[src/rtl/pmu_pkg.sv]
package pmu_pkg;

    localparam int unsigned ADDR_W   = 10;
    localparam int unsigned EVT_ID_W = 10;
    localparam int unsigned CYC_BIT  = 31;
    localparam int unsigned REGION_LSB = 7;
    localparam int unsigned SLOT_W   = 5;

    // control block byte offsets
    localparam logic [ADDR_W-1:0] A_CTRL    = 10'h180;
    localparam logic [ADDR_W-1:0] A_EN_SET  = 10'h184;
    localparam logic [ADDR_W-1:0] A_EN_CLR  = 10'h188;
    localparam logic [ADDR_W-1:0] A_OVF_SET = 10'h18C;
    localparam logic [ADDR_W-1:0] A_OVF_CLR = 10'h190;
    localparam logic [ADDR_W-1:0] A_IRQ_SET = 10'h194;
    localparam logic [ADDR_W-1:0] A_IRQ_CLR = 10'h198;
    localparam logic [ADDR_W-1:0] A_CYC_LO  = 10'h1A0;
    localparam logic [ADDR_W-1:0] A_CYC_HI  = 10'h1A4;
    localparam logic [ADDR_W-1:0] A_CYC_CFG = 10'h1A8;
    localparam logic [ADDR_W-1:0] A_SWINC   = 10'h1AC;
    // arrays
    localparam logic [ADDR_W-1:0] A_CNT_BASE = 10'h300;
    localparam logic [ADDR_W-1:0] A_SEL_BASE = 10'h380;

    typedef struct packed {
        logic [EVT_ID_W-1:0] stop_id;
        logic [EVT_ID_W-1:0] start_id;
    } cyc_cfg_t;

    typedef enum logic [1:0] {
        MOP_NONE = 2'd0,
        MOP_SET  = 2'd1,
        MOP_CLR  = 2'd2
    } mask_op_e;

    // Look up one event line; ids at or above n_evt never fire (n_evt <= 64).
    function automatic logic evt_hit(logic [63:0] vec, logic [EVT_ID_W-1:0] id,
                                     int unsigned n_evt);
        logic [31:0] wide_id;
        wide_id = {{(32-EVT_ID_W){1'b0}}, id};
        if (wide_id < n_evt) return vec[id[5:0]];
        return 1'b0;
    endfunction

endpackage

[src/rtl/pmu_mask_reg.sv]
module pmu_mask_reg
    import pmu_pkg::*;
#(
    parameter logic [31:0] IMPL = 32'hFFFF_FFFF
) (
    input  logic        clk,
    input  logic        rst,
    input  mask_op_e    op,
    input  logic [31:0] wdata,
    input  logic [31:0] hw_set,
    output logic [31:0] q
);

    logic [31:0] set_bits;
    logic [31:0] clr_bits;
    logic [31:0] q_next;

    always_comb begin
        set_bits = (op == MOP_SET) ? wdata : 32'h0;
        clr_bits = (op == MOP_CLR) ? wdata : 32'h0;
        // hardware set is applied last so it wins over a clear
        q_next   = (((q | set_bits) & ~clr_bits) | hw_set) & IMPL;
    end

    always_ff @(posedge clk) begin
        if (rst) q <= 32'h0;
        else     q <= q_next;
    end

endmodule

[src/rtl/pmu_evt_counter.sv]
module pmu_evt_counter
    import pmu_pkg::*;
#(
    parameter int unsigned CNT_W   = 32,
    parameter int unsigned NUM_EVT = 16
) (
    input  logic                clk,
    input  logic                rst,
    input  logic                active,
    input  logic [NUM_EVT-1:0]  evt_pulse,
    input  logic                sw_inc,
    input  logic                clr,
    input  logic                cnt_we,
    input  logic                sel_we,
    input  logic [31:0]         wdata,
    output logic [CNT_W-1:0]    count,
    output logic [EVT_ID_W-1:0] sel,
    output logic                wrap
);

    logic       hit;
    logic [1:0] step;
    logic [CNT_W:0] sum;

    always_comb begin
        hit  = evt_hit(64'(evt_pulse), sel, NUM_EVT);
        step = active ? ({1'b0, hit} + {1'b0, sw_inc}) : 2'd0;
        sum  = {1'b0, count} + (CNT_W+1)'(step);
        wrap = sum[CNT_W] & ~clr & ~cnt_we;
    end

    always_ff @(posedge clk) begin
        if (rst)         count <= '0;
        else if (clr)    count <= '0;
        else if (cnt_we) count <= wdata[CNT_W-1:0];
        else             count <= sum[CNT_W-1:0];
    end

    always_ff @(posedge clk) begin
        if (rst)         sel <= '0;
        else if (sel_we) sel <= wdata[EVT_ID_W-1:0];
    end

endmodule

[src/rtl/pmu_cycle_counter.sv]
module pmu_cycle_counter
    import pmu_pkg::*;
#(
    parameter int unsigned CYC_W   = 48,
    parameter int unsigned NUM_EVT = 16
) (
    input  logic               clk,
    input  logic               rst,
    input  logic               active,
    input  logic [NUM_EVT-1:0] evt_pulse,
    input  logic               clr,
    input  logic               lo_we,
    input  logic               hi_we,
    input  logic               cfg_we,
    input  logic [31:0]        wdata,
    output logic [CYC_W-1:0]   count,
    output cyc_cfg_t           cfg,
    output logic               wrap
);

    localparam int unsigned HI_W = CYC_W - 32;

    logic [31:0] stage_lo;
    logic        run;
    logic        start_hit;
    logic        stop_hit;
    logic        inc;

    always_comb begin
        start_hit = evt_hit(64'(evt_pulse), cfg.start_id, NUM_EVT);
        stop_hit  = evt_hit(64'(evt_pulse), cfg.stop_id, NUM_EVT);
        inc       = active & run;
        wrap      = inc & (&count) & ~clr & ~hi_we;
    end

    always_ff @(posedge clk) begin
        if (rst)           run <= 1'b0;
        else if (stop_hit) run <= 1'b0;
        else if (start_hit) run <= 1'b1;
    end

    always_ff @(posedge clk) begin
        if (rst)        stage_lo <= '0;
        else if (lo_we) stage_lo <= wdata;
    end

    always_ff @(posedge clk) begin
        if (rst)        count <= '0;
        else if (clr)   count <= '0;
        else if (hi_we) count <= {wdata[HI_W-1:0], stage_lo};
        else if (inc)   count <= count + CYC_W'(1);
    end

    always_ff @(posedge clk) begin
        if (rst)         cfg <= '0;
        else if (cfg_we) cfg <= '{stop_id: wdata[16 +: EVT_ID_W], start_id: wdata[EVT_ID_W-1:0]};
    end

endmodule

[src/rtl/perf_mon_unit.sv]
module perf_mon_unit
    import pmu_pkg::*;
#(
    parameter int unsigned NUM_CNT = 4,
    parameter int unsigned NUM_EVT = 16,
    parameter int unsigned CNT_W   = 32,
    parameter int unsigned CYC_W   = 48
) (
    input  logic               clk,
    input  logic               rst,
    input  logic [ADDR_W-1:0]  bus_addr,
    input  logic               bus_wr,
    input  logic [31:0]        bus_wdata,
    output logic [31:0]        bus_rdata,
    input  logic [NUM_EVT-1:0] evt_pulse,
    output logic               irq
);

    localparam logic [31:0] IMPL_MASK = (32'h1 << CYC_BIT) | ((32'h1 << NUM_CNT) - 32'h1);
    localparam int unsigned HI_W = CYC_W - 32;

    logic                glob_en;
    logic [31:0]         en_q, ovf_q, inten_q;
    logic [31:0]         ovf_hw;
    logic                wr_ctrl, evt_clr, cyc_clr;
    logic                in_cnt, in_sel;
    logic [SLOT_W-1:0]   slot;
    logic [NUM_CNT-1:0]  cnt_we, sel_we, cnt_active, evt_wrap;
    logic [CNT_W-1:0]    cnt_val [NUM_CNT];
    logic [EVT_ID_W-1:0] sel_val [NUM_CNT];
    logic [NUM_CNT*CNT_W-1:0] cnt_flat;
    logic [CYC_W-1:0]    cyc_cnt;
    cyc_cfg_t            cyc_cfg;
    logic                cyc_active, cyc_wrap;
    mask_op_e            en_op, ovf_op, int_op;

    // ---- write decode ----
    always_comb begin
        wr_ctrl = bus_wr && (bus_addr == A_CTRL);
        evt_clr = wr_ctrl && bus_wdata[1];
        cyc_clr = wr_ctrl && bus_wdata[2];
        in_cnt  = (bus_addr[ADDR_W-1:REGION_LSB] == A_CNT_BASE[ADDR_W-1:REGION_LSB]) && (bus_addr[1:0] == 2'b00);
        in_sel  = (bus_addr[ADDR_W-1:REGION_LSB] == A_SEL_BASE[ADDR_W-1:REGION_LSB]) && (bus_addr[1:0] == 2'b00);
        slot    = bus_addr[2 +: SLOT_W];
        en_op   = !bus_wr ? MOP_NONE : (bus_addr == A_EN_SET)  ? MOP_SET : (bus_addr == A_EN_CLR)  ? MOP_CLR : MOP_NONE;
        ovf_op  = !bus_wr ? MOP_NONE : (bus_addr == A_OVF_SET) ? MOP_SET : (bus_addr == A_OVF_CLR) ? MOP_CLR : MOP_NONE;
        int_op  = !bus_wr ? MOP_NONE : (bus_addr == A_IRQ_SET) ? MOP_SET : (bus_addr == A_IRQ_CLR) ? MOP_CLR : MOP_NONE;
    end

    always_ff @(posedge clk) begin
        if (rst)          glob_en <= 1'b0;
        else if (wr_ctrl) glob_en <= bus_wdata[0];
    end

    // ---- mask registers ----
    pmu_mask_reg #(.IMPL(IMPL_MASK)) u_en_mask (
        .clk(clk), .rst(rst), .op(en_op), .wdata(bus_wdata), .hw_set(32'h0), .q(en_q));
    pmu_mask_reg #(.IMPL(IMPL_MASK)) u_ovf_mask (
        .clk(clk), .rst(rst), .op(ovf_op), .wdata(bus_wdata), .hw_set(ovf_hw), .q(ovf_q));
    pmu_mask_reg #(.IMPL(IMPL_MASK)) u_int_mask (
        .clk(clk), .rst(rst), .op(int_op), .wdata(bus_wdata), .hw_set(32'h0), .q(inten_q));

    // ---- event counters ----
    for (genvar k = 0; k < NUM_CNT; k++) begin : g_cnt
        assign cnt_we[k]     = bus_wr && in_cnt && (slot == SLOT_W'(k));
        assign sel_we[k]     = bus_wr && in_sel && (slot == SLOT_W'(k));
        assign cnt_active[k] = glob_en && en_q[k];
        assign cnt_flat[k*CNT_W +: CNT_W] = cnt_val[k];

        pmu_evt_counter #(.CNT_W(CNT_W), .NUM_EVT(NUM_EVT)) u_cnt (
            .clk(clk), .rst(rst), .active(cnt_active[k]), .evt_pulse(evt_pulse),
            .sw_inc(bus_wr && (bus_addr == A_SWINC) && bus_wdata[k]),
            .clr(evt_clr), .cnt_we(cnt_we[k]), .sel_we(sel_we[k]), .wdata(bus_wdata),
            .count(cnt_val[k]), .sel(sel_val[k]), .wrap(evt_wrap[k]));
    end

    // ---- cycle counter ----
    assign cyc_active = glob_en && en_q[CYC_BIT];

    pmu_cycle_counter #(.CYC_W(CYC_W), .NUM_EVT(NUM_EVT)) u_cyc (
        .clk(clk), .rst(rst), .active(cyc_active), .evt_pulse(evt_pulse), .clr(cyc_clr),
        .lo_we(bus_wr && (bus_addr == A_CYC_LO)), .hi_we(bus_wr && (bus_addr == A_CYC_HI)),
        .cfg_we(bus_wr && (bus_addr == A_CYC_CFG)), .wdata(bus_wdata),
        .count(cyc_cnt), .cfg(cyc_cfg), .wrap(cyc_wrap));

    always_comb begin
        ovf_hw = 32'h0;
        ovf_hw[NUM_CNT-1:0] = evt_wrap;
        ovf_hw[CYC_BIT]     = cyc_wrap;
    end

    assign irq = |(ovf_q & inten_q);

    // ---- read mux ----
    always_comb begin
        bus_rdata = 32'h0;
        if (in_cnt) begin
            for (int k = 0; k < NUM_CNT; k++)
                if (slot == SLOT_W'(k)) bus_rdata = 32'(cnt_val[k]);
        end else if (in_sel) begin
            for (int k = 0; k < NUM_CNT; k++)
                if (slot == SLOT_W'(k)) bus_rdata = 32'(sel_val[k]);
        end else begin
            case (bus_addr)
                A_CTRL:               bus_rdata = {16'h0, 5'(NUM_CNT), 10'h0, glob_en};
                A_EN_SET, A_EN_CLR:   bus_rdata = en_q;
                A_OVF_SET, A_OVF_CLR: bus_rdata = ovf_q;
                A_IRQ_SET, A_IRQ_CLR: bus_rdata = inten_q;
                A_CYC_LO:             bus_rdata = cyc_cnt[31:0];
                A_CYC_HI:             bus_rdata = 32'(cyc_cnt[CYC_W-1:32]);
                A_CYC_CFG:            bus_rdata = {{(16-EVT_ID_W){1'b0}}, cyc_cfg.stop_id,
                                                   {(16-EVT_ID_W){1'b0}}, cyc_cfg.start_id};
                default:              bus_rdata = 32'h0;
            endcase
        end
    end

endmodule

[config.mk]
export PLATFORM = sky130hd
export DESIGN_NAME = perf_mon_unit
export DESIGN_NICKNAME = d
export VERILOG_FILES = /design/src/rtl/pmu_pkg.sv /design/src/rtl/pmu_mask_reg.sv /design/src/rtl/pmu_evt_counter.sv /design/src/rtl/pmu_cycle_counter.sv /design/src/rtl/perf_mon_unit.sv
export SDC_FILE = /design/constraint.sdc
export NUM_CORES = 1
export LEC_CHECK = 0
export BUFFER_PORTS_ARGS = -buffer_cell sky130_fd_sc_hd__buf_4
export CAP_MARGIN = 20
export CORE_MARGIN = 2
export CORE_UTILIZATION = 56
export CTS_CLUSTER_DIAMETER = 40
export DETAILED_ROUTE_END_ITERATION = 8
export PLACE_DENSITY = 0.77
export SLEW_MARGIN = 20
export SYNTH_ARGS = -nofsm -noshare
export SYNTH_HDL_FRONTEND = slang
export SYNTH_SLANG_ARGS = --single-unit
[constraint.sdc]
create_clock -name clk -period 4.2 [get_ports clk]
set_clock_uncertainty 0.1 [all_clocks]
set_input_delay 0.21 -clock clk [delete_from_list [all_inputs] [get_ports clk]]
set_output_delay 0.21 -clock clk [all_outputs]
set_load 0.05 [all_outputs]
* Word-level counts from Yosys, hierarchy flattened
Cells that the tools add are included. Widths: inputs -> output; s select.
Word-level totals: bits in registers 366, bits of input ports 61, output and inout port bits 33, word-level logic and storage cells 198
Cells by class: eq/ne operators 22, add/sub/neg operators 9, bitwise logic cells 30, reduce and logical (&&, ||, !) cells 39, $lt $le $gt $ge 12, muxes and demuxes 66
Operators by type and width (count):
- $mux 32 | 19
- $pmux 32 s7 | 1
- $add 32x2->33 | 4
- $and 32x32->32 | 4
- $or 32x32->32 | 4
- $eq 10x9->1 const B | 11
- $mux 48 | 2
- $not 32->32 | 3
- $lt 10x5->1 const B | 6
- $add 48x1->48 const B | 1
- $reduce_and 48->1 | 1
- $lt 6x7->1 const B | 6
- $bmux 1 s6 | 6
- $reduce_or 32->1 | 1
- $logic_and 1x1->1 | 28
- $mux 2 | 13
- $mux 1 | 24
- $and 1x1->1 | 12
- $reduce_or 2->1 | 6
- $eq 5x2->1 const B | 2
- $mux 10 | 1
- $add 1x1->2 | 4
- $not 1->1 | 7
- $eq 2x1->1 const B | 3
- other kinds (6) | 9

* Depth between registers and ports, before layout
depth in word-level cells 10, mapped depth 18, depth with buffers taken out 15

* Hierarchy
From an unflattened synthesis, not the netlist that was laid out.
Unflattened totals: cells, all modules 2177, area, all modules 18701.7 um^2
By module, submodules not included:
- pmu_evt_counter | area an instance 2259.7 um^2, instances 4, cells each 254, seq. area each 840.8 um^2
- pmu_cycle_counter | area an instance 4853.4 um^2, instances 1, cells each 534, seq. area each 2021.9 um^2
- perf_mon_unit | area an instance 3424.5 um^2, instances 1, cells each 450, seq. area each 20.0 um^2
- pmu_mask_reg | area an instance 461.7 um^2, instances 3, cells each 59, seq. area each 100.1 um^2

* Worst setup path after synthesis
OpenSTA, ideal clock, no wires.
path kind register -> register, from register g_cnt[0].u_cnt.sel[0], to register g_cnt[0].u_cnt.count[24], path buffers 2, period minus slack after synthesis 4.178 ns, data required time 3.967 ns, library setup time 0.133 ns, cell stages (with the launch flop) 16, arrival 3.945 ns, setup slack 0.022 ns, path through dfxtp_1 > clkbuf_1 > mux4_2 > mux4_2 > and3_1 > ha_1 > and3_1 > ha_1 > inv_1 > fa_1 > nor4_4 > and3_1 > clkbuf_1 > nor2b_1 > xnor2_1 > a21oi_1
Between the ends: cells in the longest elaborated chain, start to end 8, elaborated cells on any way between the ends 10, classes of those cells add/sub: 2; order compare: 1; mux: 7
Ends and longest elaborated chain:
- from (decl) | line pmu_evt_counter.sv:17 | output logic [EVT_ID_W-1:0] sel,
- from (signal assigned) | line pmu_evt_counter.sv:41 | else if (sel_we) sel <= wdata[EVT_ID_W-1:0];
- $bmux 1 s6 | line pmu_pkg.sv:41 | if (wide_id < n_evt) return vec[id[5:0]];
- $mux 1 (not written as such) | line pmu_pkg.sv:41
- $mux 1 | line pmu_pkg.sv:41
- $mux 1 (*) | line pmu_pkg.sv:42 | return 1'b0;
- $add 1x1->2 (*) | line pmu_evt_counter.sv:27 | step = active ? ({1'b0, hit} + {1'b0, sw_inc}) : 2'd0;
- $mux 2 (*) | line pmu_evt_counter.sv:27
- $add 32x2->33 (*) | line pmu_evt_counter.sv:28 | sum = {1'b0, count} + (CNT_W+1)'(step);
- $mux 32 (*) | line pmu_evt_counter.sv:35 | else if (cnt_we) count <= wdata[CNT_W-1:0];
- to (signal assigned) | line pmu_evt_counter.sv:35
- to (signal assigned) | line pmu_evt_counter.sv:36 | else count <= sum[CNT_W-1:0];
- to (decl) | line pmu_evt_counter.sv:16 | output logic [CNT_W-1:0] count,
Mark *: on every way between the ends. The rest lies on a longest branch, timed or not. The select of a mux whose other input is x is not followed. A chain may end at the register's enable or synchronous reset.

* Worst setup path in the final report
from register g_cnt[1].u_cnt.sel[0], to register g_cnt[1].u_cnt.count[22]
Between the ends: cells in the longest elaborated chain, start to end 8, elaborated cells on any way between the ends 10, classes of those cells add/sub: 2; order compare: 1; mux: 7
Ends and longest elaborated chain (line):
- from (decl) | pmu_evt_counter.sv:17
- from (signal assigned) | pmu_evt_counter.sv:41
- $bmux 1 s6 | pmu_pkg.sv:41
- $mux 1 (not written as such) | pmu_pkg.sv:41
- $mux 1 | pmu_pkg.sv:41
- $mux 1 (*) | pmu_pkg.sv:42
- $add 1x1->2 (*) | pmu_evt_counter.sv:27
- $mux 2 (*) | pmu_evt_counter.sv:27
- $add 32x2->33 (*) | pmu_evt_counter.sv:28
- $mux 32 (*) | pmu_evt_counter.sv:35
- to (signal assigned) | pmu_evt_counter.sv:35
- to (signal assigned) | pmu_evt_counter.sv:36
- to (decl) | pmu_evt_counter.sv:16
Marks and branches as above.

==> results.md <==
* Commonest non-fill, non-tap cell in the layout: nand2_1
* FF/Latch Area at 5720 sq um
* Cts bufs inserted at 44
* Kind of cell adding the most delay to the critical path: simple AND/OR/NAND/NOR gates
* RSZ-0062 raised after global routing: false
* Final Cycle Share at 96.6%
* Dpl ws at -58.3 ps
* Type of origin of the critical path: flop
* Worst path max stage delay at 530 ps
* Tot Pwr at 6740 uW
* Status: finished clean
* Part of the power in registers at 40.1%
* FF+latch count, synth at 285
* Crit path buffers/inverters at 1
* Final worst path period need at 4060 ps
* Number of flops mapped to enable cells by yosys at 0
* CTS HTree Levels at 2
* Syn nets at 2081
* Final hold vios at 0
* Cell Chain, Critical Path: mux4_2, mux4_2, and3_1, ha_1, and3_1, ha_1, inv_1, fa_1, and3b_1, and4_4, and2_1, nand4_1, xor2_1, a21oi_1
* CP max-delay cell: mux4_2
* IO Count at 94
* DR vias/cell at 6.46
* Power per Cell Area at 355 nW/um^2
* Post-route cell area at 19000 sq um
* Antenna-violating nets left at 0
* Vias in the first global route at 14993
* DP HPWL at 37800 microns
* WL final at 54900 microns
* Clock latency on the worst-skew pair at 540 ps
* Simple-gate share of the synthesized area at 22.1%
* FP Rows at 62
* Initial antenna violation count at 0
* Static Leak at 0.00649 uW
* Part of the power in combinational logic at 5.7%
* Core area at 28500 sq um
* Vias at 16115
* Root Buffer: clkbuf_16
* Crit-path max FO at 5
* Die height at 174 microns
* Pin count of the biggest net entering global routing at 96
* Largest family of logic cells by synthesized area: simple AND/OR/NAND/NOR gates
* Die width at 174 microns
* CTS Sinks at 285
* Ys flop type: dfxtp_1
* Xor and xnor area share after synthesis at 9.05%
* Syn Inst Count at 2003
* Sw Share at 24.6%
* Internal power at 5090 uW
* GRT Util Overall at 35.3%
* Compound-Gate Fraction of Synth Area at 18.9%
* Sequential-to-total area share from yosys stat at 35.3%
* MaxCap Viol Count at 0
* Mean post-synth cell area at 8.07 sq um
* Slew Limit Fails at 0
* Fill count at 2468
* Hold Crit Class: input pin to flop
* Starting DRT DRC Count at 1954
* Crit path capture type: flop
* Area taken by multi-input logic gates at 9800 sq um
* Post-synth top area cell: dfxtp_1
* DP Area at 17100 sq um
* Clk slew on worst S/H paths at 60 ps
* Clock Tree Buf Depth at 3
* Yosys top cell area share at 35.3%
* Mux cell area share after synthesis at 8.76%
* Fmax at 0.246 GHz
* Net switching power figure at 1660 uW
* Worst Max-Slew Pin Slew at 1080 ps
* FFs w/ async S/R, synth at 0%
* Peak VDD IR at 462 uV
* Fin nets at 2155
* Port Buffers at 93
* DRT Pass-1 Iters at 6
* Synth-to-Final Area Change at 17.7%
* CP Data Arrival Time at 4410 ps
* Worst endpoint required time at 4560 ps
* Synth Warn # at 0
* Most frequent cells in the layout: nand2_1, dfxtp_1, a21oi_1
* Full die area at 30200 sq um
* Routability cong. at 0.989
* Mapped Area at 16200 sq um
* Top area cells in the synthesized netlist: dfxtp_1, a21oi_1, nand2_1
* # DRC at 0
* Share of cells above drive strength 1 at 15.1%
* Initial core utilization at 56.6%
* First-pass GRT wire length at 84600 microns
* Detailed-route wire length per cell at 22.0 microns
* Slew HR at 27.2%
* Final Util at 66.6%
* CTS tree: yes
* Worst Setup Path Type: flop to flop
* Final worst slack at 143 ps
* Total grt overflow at 0
* Setup TNS at 0 ps
* # setup viols final at 0
* Power share of the clock group at 54.1%
* Post-Synth Adder-Cell Area at 1.50%
* Netlist cell types at 66
* Final antenna diode count at 0
==> per-stage QoR <==
stage | cells | hold slack, ps
global route | 2495 | 42.8
finish | 2495 | 28.1
global placement | 2379 | 340
detailed placement | 2379 | 344
floorplan | 2003 | 246
CTS | 2493 | 17.3
==> state kept, by name, indices dropped and copies added, names as in the netlist, 5 cells and up <==
name and cells:
g_cnt.u_cnt.count 128, u_cyc.count 48, g_cnt.u_cnt.sel 40, u_cyc.stage_lo 32, u_cyc.cfg 20, u_en_mask.q 5
u_int_mask.q 5, u_ovf_mask.q 5
==> per-layer routing <==
layer  up-vias  track usage (%)  share of wire (%)
li1       7318                -                  -
met4         0             17.2                5.3
met5         -                0                  0
met1      7658             46.1                 39
met2       948             57.0                 46
met3       191             5.86                9.8
==> power groups by stage <==
stage / logic (uW) / registers, uW / clock network, uW
6_report: 385 / 2710 / 3650
2_1_floorplan: 183 / 2770 / 0
4_1_cts: 374 / 2710 / 3670
3_3_place_gp: 347 / 2770 / 0
3_5_place_dp: 348 / 2770 / 0
5_1_grt: 399 / 2710 / 3780
==> kinds of logic (layout without fill, tap and decap cells) <==
| kind of cell | Yosys count | count (layout) |
|---|---|---|
| multiplexers | 83 | 83 |
| AND/OR/NAND/NOR | 743 | 743 |
| AO/OA/AOI/OAI | 530 | 530 |
| adder cells (fa/ha/maj) | 17 | 17 |
| buffers and inverters | 178 | 286 |
| flip-flops | 285 | 285 |
| XOR/XNOR | 167 | 167 |
==> worst register-to-register path, cell delays in order (launching register included) <==
cell and delay (ps):
dfxtp_4 380, mux4_2 510, mux4_2 530, and3_1 240, ha_1 280, and3_1 150, ha_1 160, inv_1 60
fa_1 390, and3b_1 270, and4_4 270, and2_1 190, nand4_1 120, xor2_1 160, a21oi_1 160
==> final cells by class <==
cell class	instances	share of cell area, %
sequential	285	30.1
timing repair buffer	175	7.51
multi-input combinational	1540	51.5
tap	384	2.53
inverter	31	0.612
clock inverter	25	1.43
clock buffer	55	6.33
==> repair_timing <==
action                     in CTS  in global routing
resized for setup               6                 15
setup buffers                   0                  2
gates cloned                    0                  0
pin swaps                       0                  2
hold endpoints to repair      206                  0
setup endpoints to repair      11                 20
hold buffers                   34                  0
==> cells in the mapped netlist, drive strengths merged, types with 6 or more instances <==
library cell	instances
o22ai	19
xor2	76
nand4	43
mux4	45
a211o	6
mux2	17
a221o	15
and4	14
nor3	44
inv	31
a211oi	58
clkbuf	114
o21ai	137
nor2	154
and3	44
mux2i	21
a22oi	8
nor2b	10
a221oi	7
nor4	18
buf	33
a21oi	255
ha	13
dfxtp	285
or3	7
nand3	88
xnor2	91
nand2	285
and2	10
==> worst paths after layout <==
kind | startpoint | end | slack, ps | depth (start not counted)
max | g_cnt[1].u_cnt.sel[0] | g_cnt[1].u_cnt.count[22] | 140 | 14
min | bus_wdata[1] | u_cyc.stage_lo[1] | 30 | 3
max reg2reg | g_cnt[1].u_cnt.sel[0] | g_cnt[1].u_cnt.count[22] | 140 | 14
min reg2reg | u_cyc.stage_lo[18] | u_cyc.stage_lo[18] | 350 | 2
Note: power is estimated with default switching activity, not from simulation.
